## config.mk

```make
export PLATFORM = sky130hd
export DESIGN_NAME = tag_sched
export DESIGN_NICKNAME = d
export VERILOG_FILES = /design/src/rtl/tag_sched_pkg.sv /design/src/rtl/tag_sched_ctrl.sv /design/src/rtl/tag_sched_dp.sv /design/src/rtl/tag_sched.sv
export SDC_FILE = /design/constraint.sdc
export NUM_CORES = 1
export LEC_CHECK = 0
export BUFFER_PORTS_ARGS = -buffer_cell sky130_fd_sc_hd__buf_2
export CORE_UTILIZATION = 55
export DETAILED_ROUTE_END_ITERATION = 12
export GPL_TIMING_DRIVEN = 0
export PLACE_DENSITY_LB_ADDON = 0.1
export SLEW_MARGIN = 20
export SYNTH_ARGS = -nofsm -noshare
export SYNTH_HDL_FRONTEND = slang
export SYNTH_HIERARCHICAL = 1
export SYNTH_SLANG_ARGS = --single-unit
```

## constraint.sdc

```tcl
create_clock -name clk -period 5.1 [get_ports clk]
set_input_delay 1.02 -clock clk [delete_from_list [all_inputs] [get_ports clk]]
set_output_delay 1.02 -clock clk [all_outputs]
set_load 0.05 [all_outputs]
```

## src/rtl/tag_sched_pkg.sv

```systemverilog
package tag_sched_pkg;
  localparam int RS_COUNT = 5;
  localparam int TAG_W = $clog2(RS_COUNT);

  typedef enum logic [1:0] {
    FU_ALU   = 2'd0,
    FU_LOAD  = 2'd1,
    FU_STORE = 2'd2,
    FU_FP    = 2'd3
  } fu_e;

  // unit type served by each station index
  function automatic fu_e stationFu(input int idx);
    case (idx)
      0:       return FU_ALU;
      1:       return FU_LOAD;
      2:       return FU_STORE;
      default: return FU_FP;
    endcase
  endfunction

  typedef struct packed {
    logic [RS_COUNT-1:0] alloc;
    logic [TAG_W-1:0]    allocTag;
    logic [RS_COUNT-1:0] issue;
    logic [RS_COUNT-1:0] freeMask;
    logic                bcast;
    logic [TAG_W-1:0]    bcastTag;
  } strobe_t;
endpackage

```

## src/rtl/tag_sched_ctrl.sv

```systemverilog
module tag_sched_ctrl
  import tag_sched_pkg::*;
(
  input  logic                clk,
  input  logic                rst_n,
  input  logic                dispValid,
  input  logic [1:0]          dispFu,
  input  logic [RS_COUNT-1:0] opsReady,
  input  logic [RS_COUNT-1:0] hasDst,
  input  logic [RS_COUNT-1:0] doneValid,
  output strobe_t             strobe,
  output logic                dispReady,
  output logic [RS_COUNT-1:0] doneGrant
);
  logic [RS_COUNT-1:0] busy, issued;
  logic [RS_COUNT-1:0] freeMatch, doneLive, dstDone, storeDone, bcastMask, allocMask;
  logic                found, bfound;
  logic [TAG_W-1:0]    pickTag, winTag;

  // free stations of the requested type, lowest index first
  always_comb begin
    found   = 1'b0;
    pickTag = '0;
    allocMask = '0;
    for (int i = 0; i < RS_COUNT; i++) begin
      freeMatch[i] = !busy[i] && (stationFu(i) == fu_e'(dispFu));
      if (freeMatch[i] && !found) begin
        found        = 1'b1;
        pickTag      = TAG_W'(i);
        allocMask[i] = 1'b1;
      end
    end
  end

  assign dispReady = found;

  // completion arbitration: stores bypass the bus, writers share it
  always_comb begin
    doneLive  = doneValid & busy & issued;
    dstDone   = doneLive & hasDst;
    storeDone = doneLive & ~hasDst;
    bfound    = 1'b0;
    winTag    = '0;
    bcastMask = '0;
    for (int i = 0; i < RS_COUNT; i++) begin
      if (dstDone[i] && !bfound) begin
        bfound       = 1'b1;
        winTag       = TAG_W'(i);
        bcastMask[i] = 1'b1;
      end
    end
  end

  always_comb begin
    strobe.alloc    = (dispValid && found) ? allocMask : '0;
    strobe.allocTag = pickTag;
    strobe.issue    = busy & ~issued & opsReady;
    strobe.freeMask = storeDone | bcastMask;
    strobe.bcast    = bfound;
    strobe.bcastTag = winTag;
  end

  assign doneGrant = strobe.freeMask;

  always_ff @(posedge clk) begin
    if (!rst_n) begin
      busy   <= '0;
      issued <= '0;
    end else begin
      busy   <= (busy | strobe.alloc) & ~strobe.freeMask;
      issued <= (issued | strobe.issue) & ~strobe.freeMask & ~strobe.alloc;
    end
  end


  stall_hold_chk: assert property (@(posedge clk) disable iff (!rst_n)
    (dispValid && !dispReady) |-> (strobe.alloc == '0));


  no_dst_quiet_chk: assert property (@(posedge clk) disable iff (!rst_n)
    strobe.bcast |-> hasDst[strobe.bcastTag]);


  one_bus_grant_chk: assert property (@(posedge clk) disable iff (!rst_n)
    $countones(doneGrant & hasDst) <= 1);

  generate
    for (genvar g = 0; g < RS_COUNT; g++) begin : gIssueChk

      issue_pulse_chk: assert property (@(posedge clk) disable iff (!rst_n)
        strobe.issue[g] |=> !strobe.issue[g]);
    end
  endgenerate
endmodule

```

## src/rtl/tag_sched_dp.sv

```systemverilog
module tag_sched_dp
  import tag_sched_pkg::*;
#(
  parameter int DATA_W   = 16,
  parameter int NUM_REGS = 8,
  parameter int OP_W     = 4,
  localparam int REG_W   = $clog2(NUM_REGS)
) (
  input  logic                       clk,
  input  logic                       rst_n,
  input  strobe_t                    strobe,
  input  logic [OP_W-1:0]            dispOp,
  input  logic                       dispHasDst,
  input  logic [REG_W-1:0]           dispDst,
  input  logic [REG_W-1:0]           dispSrc1,
  input  logic [REG_W-1:0]           dispSrc2,
  input  logic [RS_COUNT*DATA_W-1:0] doneValue,
  input  logic [REG_W-1:0]           rdAddr,
  output logic [RS_COUNT-1:0]        opsReady,
  output logic [RS_COUNT-1:0]        hasDstVec,
  output logic [RS_COUNT*OP_W-1:0]   issueOp,
  output logic [RS_COUNT*DATA_W-1:0] issueA,
  output logic [RS_COUNT*DATA_W-1:0] issueB,
  output logic [DATA_W-1:0]          cdbValue,
  output logic [DATA_W-1:0]          rdData,
  output logic                       rdPending
);
  // station fields
  logic [OP_W-1:0]   rsOp   [RS_COUNT];
  logic [REG_W-1:0]  rsDst  [RS_COUNT];
  logic [TAG_W-1:0]  rsTag1 [RS_COUNT];
  logic [TAG_W-1:0]  rsTag2 [RS_COUNT];
  logic [DATA_W-1:0] rsVal1 [RS_COUNT];
  logic [DATA_W-1:0] rsVal2 [RS_COUNT];
  logic [RS_COUNT-1:0] rsHasDst, rsPend1, rsPend2;

  // architectural state and producer status
  logic [DATA_W-1:0] regFile [NUM_REGS];
  logic [TAG_W-1:0]  statTag [NUM_REGS];
  logic [NUM_REGS-1:0] statPend;

  logic              accept;
  logic [REG_W-1:0]  wbReg;
  logic              wbHit;
  logic [REG_W-1:0]  srcIdx  [2];
  logic              srcPend [2];
  logic [TAG_W-1:0]  srcTag  [2];
  logic [DATA_W-1:0] srcVal  [2];

  assign accept   = |strobe.alloc;
  assign cdbValue = doneValue[strobe.bcastTag*DATA_W +: DATA_W];
  assign wbReg    = rsDst[strobe.bcastTag];
  assign wbHit    = strobe.bcast && statPend[wbReg] && (statTag[wbReg] == strobe.bcastTag);

  // operand read at dispatch, with same-cycle bus capture
  assign srcIdx[0] = dispSrc1;
  assign srcIdx[1] = dispSrc2;
  always_comb begin
    for (int k = 0; k < 2; k++) begin
      srcTag[k] = statTag[srcIdx[k]];
      if (!statPend[srcIdx[k]]) begin
        srcPend[k] = 1'b0;
        srcVal[k]  = regFile[srcIdx[k]];
      end else if (strobe.bcast && srcTag[k] == strobe.bcastTag) begin
        srcPend[k] = 1'b0;
        srcVal[k]  = cdbValue;
      end else begin
        srcPend[k] = 1'b1;
        srcVal[k]  = '0;
      end
    end
  end

  always_ff @(posedge clk) begin
    if (!rst_n) begin
      rsHasDst <= '0;
      rsPend1  <= '0;
      rsPend2  <= '0;
      for (int i = 0; i < RS_COUNT; i++) begin
        rsOp[i]   <= '0;
        rsDst[i]  <= '0;
        rsTag1[i] <= '0;
        rsTag2[i] <= '0;
        rsVal1[i] <= '0;
        rsVal2[i] <= '0;
      end
    end else begin
      for (int i = 0; i < RS_COUNT; i++) begin
        if (strobe.alloc[i]) begin
          rsOp[i]     <= dispOp;
          rsDst[i]    <= dispDst;
          rsHasDst[i] <= dispHasDst;
          rsPend1[i]  <= srcPend[0];
          rsTag1[i]   <= srcTag[0];
          rsVal1[i]   <= srcVal[0];
          rsPend2[i]  <= srcPend[1];
          rsTag2[i]   <= srcTag[1];
          rsVal2[i]   <= srcVal[1];
        end else begin
          if (rsPend1[i] && strobe.bcast && rsTag1[i] == strobe.bcastTag) begin
            rsPend1[i] <= 1'b0;
            rsVal1[i]  <= cdbValue;
          end
          if (rsPend2[i] && strobe.bcast && rsTag2[i] == strobe.bcastTag) begin
            rsPend2[i] <= 1'b0;
            rsVal2[i]  <= cdbValue;
          end
        end
      end
    end
  end

  always_ff @(posedge clk) begin
    if (!rst_n) begin
      statPend <= '0;
      for (int r = 0; r < NUM_REGS; r++) begin
        regFile[r] <= DATA_W'(r);
        statTag[r] <= '0;
      end
    end else begin
      for (int r = 0; r < NUM_REGS; r++) begin
        if (wbHit && wbReg == REG_W'(r)) begin
          regFile[r]  <= cdbValue;
          statPend[r] <= 1'b0;
        end
        if (accept && dispHasDst && dispDst == REG_W'(r)) begin
          statPend[r] <= 1'b1;
          statTag[r]  <= strobe.allocTag;
        end
      end
    end
  end

  generate
    for (genvar g = 0; g < RS_COUNT; g++) begin : gOut
      assign opsReady[g]                   = !rsPend1[g] && !rsPend2[g];
      assign hasDstVec[g]                  = rsHasDst[g];
      assign issueOp[g*OP_W +: OP_W]       = rsOp[g];
      assign issueA[g*DATA_W +: DATA_W]    = rsVal1[g];
      assign issueB[g*DATA_W +: DATA_W]    = rsVal2[g];


      wake_capture_chk: assert property (@(posedge clk) disable iff (!rst_n)
        (rsPend1[g] && strobe.bcast && rsTag1[g] == strobe.bcastTag && !strobe.alloc[g])
        |=> (!rsPend1[g] && rsVal1[g] == $past(cdbValue)));
    end
  endgenerate

  assign rdData    = regFile[rdAddr];
  assign rdPending = statPend[rdAddr];

  generate
    for (genvar g = 0; g < NUM_REGS; g++) begin : gRegChk

      claim_dst_chk: assert property (@(posedge clk) disable iff (!rst_n)
        (accept && dispHasDst && dispDst == REG_W'(g))
        |=> (statPend[g] && statTag[g] == $past(strobe.allocTag)));

      stale_writer_chk: assert property (@(posedge clk) disable iff (!rst_n)
        (strobe.bcast && rsDst[strobe.bcastTag] == REG_W'(g) &&
         statTag[g] != strobe.bcastTag && !(accept && dispHasDst && dispDst == REG_W'(g)))
        |=> (regFile[g] == $past(regFile[g]) && statPend[g] == $past(statPend[g])));
    end
  endgenerate
endmodule

```

## src/rtl/tag_sched.sv

```systemverilog
module tag_sched
  import tag_sched_pkg::*;
#(
  parameter int DATA_W   = 16,
  parameter int NUM_REGS = 8,
  parameter int OP_W     = 4,
  localparam int REG_W   = $clog2(NUM_REGS)
) (
  input  logic                       clk,
  input  logic                       rst_n,
  input  logic                       dispValid,
  input  logic [1:0]                 dispFu,
  input  logic [OP_W-1:0]            dispOp,
  input  logic                       dispHasDst,
  input  logic [REG_W-1:0]           dispDst,
  input  logic [REG_W-1:0]           dispSrc1,
  input  logic [REG_W-1:0]           dispSrc2,
  output logic                       dispReady,
  output logic [TAG_W-1:0]           dispTag,
  output logic [RS_COUNT-1:0]        issueValid,
  output logic [RS_COUNT*OP_W-1:0]   issueOp,
  output logic [RS_COUNT*DATA_W-1:0] issueA,
  output logic [RS_COUNT*DATA_W-1:0] issueB,
  input  logic [RS_COUNT-1:0]        doneValid,
  input  logic [RS_COUNT*DATA_W-1:0] doneValue,
  output logic [RS_COUNT-1:0]        doneGrant,
  output logic                       cdbValid,
  output logic [TAG_W-1:0]           cdbTag,
  output logic [DATA_W-1:0]          cdbValue,
  input  logic [REG_W-1:0]           rdAddr,
  output logic [DATA_W-1:0]          rdData,
  output logic                       rdPending
);
  strobe_t             strobe;
  logic [RS_COUNT-1:0] opsReady, hasDstVec;

  tag_sched_ctrl uCtrl (
    .clk, .rst_n, .dispValid, .dispFu,
    .opsReady, .hasDst(hasDstVec), .doneValid,
    .strobe, .dispReady, .doneGrant
  );

  tag_sched_dp #(.DATA_W(DATA_W), .NUM_REGS(NUM_REGS), .OP_W(OP_W)) uDp (
    .clk, .rst_n, .strobe, .dispOp, .dispHasDst, .dispDst, .dispSrc1, .dispSrc2,
    .doneValue, .rdAddr, .opsReady, .hasDstVec, .issueOp, .issueA, .issueB,
    .cdbValue, .rdData, .rdPending
  );

  assign dispTag    = strobe.allocTag;
  assign issueValid = strobe.issue;
  assign cdbValid   = strobe.bcast;
  assign cdbTag     = strobe.bcastTag;
endmodule

```

==> results.md, run 1 <==
* Top layer in use: met4
* Crit path launch type: input port
* Max_slew headroom at 23.8%
* Placer Congestion at 1.01
* Fin worst setup slack at -0.00272 ns
* Fmax at 196 MHz
* Gr ovfl total at 0
* Multi-input gate area at 8560 um^2
* PwrDens at 342 nW/um^2
* Post-synthesis net count at 1,754
* Synth-to-layout area growth at 18.1%
* Utilization after layout at 66.3%
* Worst slack at placement at -1.26 ns
* Hold WC Path Type: reg -> reg
* Clock network power share at 35.7%
* Die Width at 199 um
* Clk sinks at 410
* Reg clk slew, reported paths at 0.06 ns
* Switching Share at 29.4%
* Total wire length at 69,300 um
* Layout cell share with drive strength beyond 1 at 32.0%
* Worst R2R Start: uCtrl/busy[2]
* Reg2Reg Depth at 13
* CP Capture Type: output port
* Global Route Usage Sum at 35.3%
* Reg power frac at 46.5%
* Placed Cells at 2,489
* Synthesized cell area at 21,200 um^2
* DRT Pass-1 Iters at 8
* Vias in the first global route at 15,900
* Max_cap viols at 0
* Worst EP required at 4.08 ns
* Status: finished, violations left
* Reg-to-reg endpoint: uDp/regFile[2][11]
* IO buf count at 331
* WL per Instance at 27.0 um
* Int Pwr at 6060 uW
* Layout Nets at 2,132
* Avg Vias per Cell at 6.46
* Tmin final at 5.10 ns
* First-pass GRT wire length at 100,000 um
* Non-filler cells, final at 2,571
* Final setup viols at 1
* FF-to-FF setup slack at 0.17 ns
* Gate Count Post-Synth at 1,647
* Tcrit/Tclk final at 100%
* Dpl hpwl at 51,600 um
* Chip height at 199 um
* Maximum VDD drop at 0.299 mV
* Post-CTS Hold Buffers at 0
* Pin count of the biggest net entering global routing at 18
* Logic gate share of total power at 17.8%
* Fin. Hold Viols at 0
* Root Buffer: clkbuf_16
* Final Max Tran Viols at 0
* Failing checks: negative setup slack
* DRT iter0 DRCs at 2,346
* Hold_sp: uDp/rsPend1[2]
* Die Area at 39,400 um^2
* Syn_area_per_cell at 12.9 um^2
* Crit Path Max Fanout at 10
* Clock Tree Buf Depth at 3
* Critical path type: in -> out
* Row count at 71
* Clock latency on the worst-skew pair at 0.58 ns
* Clk_skew at 0.0306 ns
* CTS tree: done
* Min-Delay Endpoint: uDp/rsPend1[2]
* Core box area at 37,800 um^2
* Metal2 WL at 32,200 um
* Initial antenna violation count at 3
* Met1 WL at 25,100 um
* Reg area at 12,000 um^2
* Total number of vias at 16,600
* DRC Markers at 0
* Fillers at 2,905
* Net Sw Power at 2520 uW
* CTS buffer count at 43
* Crit path from: doneValid[0]
* Detail Route Antenna Nets at 0
* Slew at the pin closest to its max-slew limit at 1.14 ns
* CTS H-Tree Depth at 2
* Yosys warns at 6
* Min-Delay Path Depth at 2
* LEAKAGE at 0.00974 uW
* Met3 wire length at 8990 um
* Crit path DAT at 4.08 ns
* Initial Utilization at 56.1%
* Ports at 338
## power groups by stage
stage                     sequential, uW  clock [uW]  combinational (uW)
after global routing                4010        3210                1580
after CTS                           3990        3080                1490
after global placement              4050           0                1470
after detailed placement            4060           0                1480
after floorplan                     4410           0                 655
final                               4000        3060                1530
## cells in the final DEF, fill, tap and decap left out, types with 21 or more instances in the layout
cell       count
xor2_1        22
and2_1        30
dfxtp_1       33
mux2_2        21
a211oi_1     128
edfxtp_1     377
inv_1         43
o22ai_1       34
mux2i_1       59
clkbuf_16     43
clkbuf_1      89
nand2_1       67
nor2_1       311
mux4_2       130
buf_2        352
a31oi_1       33
## worst max-delay path by stage
stage                                    end  slack [ns]  cells past startpoint
after floorplan            uDp/regFile[0][0]        0.02                     14
after global placement           cdbValue[3]       -1.65                     12
after detailed placement         cdbValue[3]       -1.26                     12
after CTS                  uDp/regFile[5][8]       0.009                     14
after global routing      uDp/regFile[2][11]       -0.01                     13
final                           cdbValue[11]      -0.003                     12
## layer usage
layer,track usage [%],up-vias
met5,0,-
met4,16.1,0
met3,7.77,187
met2,55.9,1292
met1,47.0,8067
li1,-,7067
## registers in the layout, summed over array words and instances, names as in the netlist
signal / cells
uCtrl/busy: 5
uCtrl/issued: 5
uDp/hasDstVec: 5
uDp/regFile: 128
uDp/rsDst: 15
uDp/rsOp: 20
uDp/rsPend1: 5
uDp/rsPend2: 5
uDp/rsTag1: 15
uDp/rsTag2: 15
uDp/rsVal1: 80
uDp/rsVal2: 80
uDp/statPend: 8
uDp/statTag: 24
## what timing repair did
item                                   CTS  global route
endpoints found under the hold margin    0             0
setup endpoints to repair              114           128
setup buffers                            1             1
pin swaps                                1             1
gates resized for setup                 22            21
## through the flow
stage | TNS, ns | cell area [um^2] | hold slack (ns) | total power, uW
2_1_floorplan | 0 | 21300 | 0.473 | 5060
3_3_place_gp | -260.43 | 23600 | 0.487 | 5520
3_5_place_dp | -164.47 | 23600 | 0.500 | 5540
4_1_cts | 0 | 25000 | 0.509 | 8560
5_1_grt | -0.0840 | 25100 | 0.542 | 8800
6_report | -0.00272 | 25100 | 0.507 | 8590
## critical path, cell delays in order
cell and delay (ns):
buf_2 0.13, nand4_2 0.14, nand4_2 0.20, nor2_4 0.22, buf_2 0.32, buf_4 0.29
clkinv_2 0.20, nor3_4 0.21, buf_4 0.22, a22o_1 0.35, clkbuf_2 0.42, buf_2 0.34
## area by class of cell
type / count / share of cell area (%)
Antenna cell: 2 / 0.0200
Buffer: 148 / 2.70
Clock buffer: 49 / 4.38
Clock inverter: 29 / 1.05
Inverter: 44 / 0.663
Multi-Input combinational cell: 1045 / 34.1
Sequential cell: 410 / 47.8
Tap cell: 511 / 2.55
Timing Repair Buffer: 333 / 6.72
(Power assumes the default switching activity.)
==> inputs of run 2 (changes only) <==
==> constraint.sdc (replaced) <==
create_clock -name clk -period 4.73 [get_ports clk]
set_input_delay 0.946 -clock clk [delete_from_list [all_inputs] [get_ports clk]]
set_output_delay 0.946 -clock clk [all_outputs]
set_load 0.05 [all_outputs]
==> results.md, run 2 (synthesis results as in run 1) <==
* Initial Utilization at 56.1% (unchanged)
* Crit path max-delay family: buffers and inverters (unchanged)
* Gr busiest metal: met2 (unchanged)
* IO buf count at 331 (unchanged)
* Global Route Usage Sum at 34.9% (was 35.3%)
* Status: finished, final reports clean (was finished, violations left)
* Maximum VDD drop at 0.357 mV (was 0.299 mV)
* Reg-to-reg endpoint: uDp/regFile[0][10] (was uDp/regFile[2][11])
* Crit path launch type: flip-flop (was input port)
* Layout Nets at 2,138 (was 2,132)
* Met2 Usage GRT at 54.6% (was 55.9%)
* Post-CTS Hold Buffers at 0 (unchanged)
* Utilization after layout at 66.9% (was 66.3%)
* Initial antenna violation count at 5 (was 3)
* Buf+Inv Stages, Crit Path at 6 (was 7)
* Clock Tree Buf Depth at 3 (unchanged)
* CTS buffer count at 43 (unchanged)
* Worst EP required at 3.78 ns (was 4.08 ns)
* Final setup TNS at 0 ns (was -0.00272 ns)
* Fin. Hold Viols at 0 (unchanged)
* Largest register by flop count: uDp/regFile (unchanged)
* Met3 Usage GRT at 7.95% (was 7.77%)
* LEAKAGE at 0.00981 uW (was 0.00974 uW)
* Tmin final at 4.68 ns
* Crit path DAT at 3.74 ns (was 4.08 ns)
* Die Area at 39,400 um^2 (unchanged)
* Root Buffer: clkbuf_16 (unchanged)
* Worst path depth at 11 (was 12)
* Reg clk slew, reported paths at 0.06 ns (about the same)
* DRT Pass-1 Iters at 8 (unchanged)
* First-pass GRT wire length at 98,600 um (was 100,000 um)
* Pin count of the biggest net entering global routing at 18 (unchanged)
* Clock latency on the worst-skew pair at 0.59 ns (was 0.58 ns)
* Crit path from: uCtrl/busy[3] (was doneValid[0])
* DRC Markers at 0 (unchanged)
* Worst R2R Start: uCtrl/busy[2] (unchanged)
* Number of diodes at 0 (was 2)
* Critical Path, Cell by Cell: buf_2 > nand4_1 > nand2b_1 > a21oi_4 > clkbuf_4 > buf_6 > buf_12 > mux4_2 > a22o_1 > clkbuf_4 > buf_2 (was buf_2 > nand4_2 > nand4_2 > nor2_4 > buf_2 > buf_4 > clkinv_2 > nor3_4 > buf_4 > a22o_1 > clkbuf_2 > buf_2)
* Biggest regs: uDp/regFile (128), uDp/rsVal1 (80), uDp/rsVal2 (80) (unchanged)
* Total wire length at 68,600 um (was 69,300 um)
* Dpl hpwl at 50,800 um (was 51,600 um)
* Met1 Use GR at 47.3% (was 47.0%)
* RSZ-0062 raised after global routing: true
* Setup crit end: cdbValue[12] (was cdbValue[11])
* Final Max Tran Viols at 0 (unchanged)
* Final setup viols at 0 (was 1)
* Hold WC Path Type: reg -> reg (unchanged)
* Slowest stage cell, crit path: mux4_2 (was clkbuf_2)
* WL per Instance at 26.6 um (was 27.0 um)
* FF-to-FF setup slack at 0.28 ns (was 0.17 ns)
* Avg Vias per Cell at 6.42 (was 6.46)
* Commonest non-fill, non-tap cells in the layout: edfxtp_1, buf_2, nor2_1, mux4_2, a211oi_1 (unchanged)
* Gr ovfl total at 0 (unchanged)
* Ports at 338 (unchanged)
* Fillers at 2,855 (was 2,905)
* Vias in the first global route at 15,600 (was 15,900)
* Critical path type: reg -> out (was in -> out)
* CTS H-Tree Depth at 2 (unchanged)
* DRT iter0 DRCs at 2,381 (was 2,346)
* Tcrit/Tclk final at 99.0%
* Most common cell after layout, fill and taps aside: edfxtp_1 (unchanged)
* Crit path largest cell delay at 0.60 ns (was 0.42 ns)
* Total number of vias at 16,500 (was 16,600)
* Number of flip-flops in the largest register at 128 (unchanged)
* Detail Route Antenna Nets at 0 (unchanged)
* Synth-to-layout area growth at 19.2% (was 18.1%)
* PwrDens at 369 nW/um^2 (was 342 nW/um^2)
* Crit Path Max Fanout at 10 (unchanged)
* Worst Hold Margin at 0.510 ns (was 0.507 ns)
* Chip height at 199 um (unchanged)
* CTS tree: done (unchanged)
* Clk_skew at 0.0215 ns (was 0.0306 ns)
* Placer Congestion at 0.979 (was 1.01)
* CP Capture Type: output port (unchanged)
* Layout cell share with drive strength beyond 1 at 32.3% (was 32.0%)
* Die Width at 199 um (unchanged)
* Max_cap viols at 0 (unchanged)
* Core box area at 37,800 um^2 (unchanged)
* Clk sinks at 410 (unchanged)
* Max_slew headroom at 8.89% (was 23.8%)
* Slew at the pin closest to its max-slew limit at 1.37 ns (was 1.14 ns)
* Reg2Reg Depth at 15 (was 13)
* Row count at 71 (unchanged)
* Fmax at 214 MHz
## run 2: per-stage QoR
stage	instances	cell area (um^2)	power, uW	setup WS [ns]
floorplan	1647	21300	5460	0.0204
global placement	2489	23600	5950	-1.24
detailed placement	2489	23600	5980	-1.25
CTS	2571	25200	9310	-0.00448
global route	2574	25300	9550	-0.0512
finish	2574	25300	9330	0.0478
## run 2: worst register-to-register path, delay by kind of cell, from the launching register on
kind | cells | cell delay, ns
buf+inv | 4 | 0.91
flops | 1 | 0.44
simple gates | 7 | 1.86
compound gates | 4 | 0.87
## run 2: power by group
group          internal [uW]  total, uW  leakage (uW)  switching, uW
clock network           1970       3370      0.000675           1390
logic                    453       1650       0.00500           1200
registers               4200       4310       0.00414            110
## run 2: area by class of cell
cell class | count | area, um^2 | area share (%)
clock inverters | 23 | 206 | 0.816
clock buffers | 54 | 1180 | 4.66
well taps | 511 | 639 | 2.53
repair buffers | 339 | 1740 | 6.87
plain buffers | 148 | 753 | 2.98
multi-input cells | 1045 | 8650 | 34.2
flip-flops and latches | 410 | 12000 | 47.3
inverters | 44 | 166 | 0.657
## run 2: worst min-delay path by stage
stage / endpoint / slack, ns / start / cells after the start
3_5_place_dp: uDp/rsPend1[2] / 0.50 / uDp/rsPend1[2] / 2
2_1_floorplan: uDp/statPend[6] / 0.47 / uDp/statPend[6] / 2
4_1_cts: uDp/rsPend2[1] / 0.51 / uDp/rsPend2[1] / 2
6_report: uDp/rsPend2[1] / 0.51 / uDp/rsPend2[1] / 2
5_1_grt: uDp/rsPend1[0] / 0.54 / uDp/rsPend1[0] / 2
3_3_place_gp: uDp/rsPend1[0] / 0.49 / uDp/rsPend1[0] / 2
## run 2: timing repair
| item | 4_1_cts | 5_1_grt |
|---|---|---|
| setup buffers | 5 | 3 |
| pin swaps | 3 | 2 |
| setup endpoints to repair | 242 | 130 |
| resized for setup | 47 | 37 |
| hold endpoints to repair | 0 | 0 |
## run 2: metal layers
metal  up-vias  share of wire (%)
met5         -              0.067
met4         8                4.0
met3       172                 13
met2      1197                 46
met1      8069                 37
li1       7087                  -
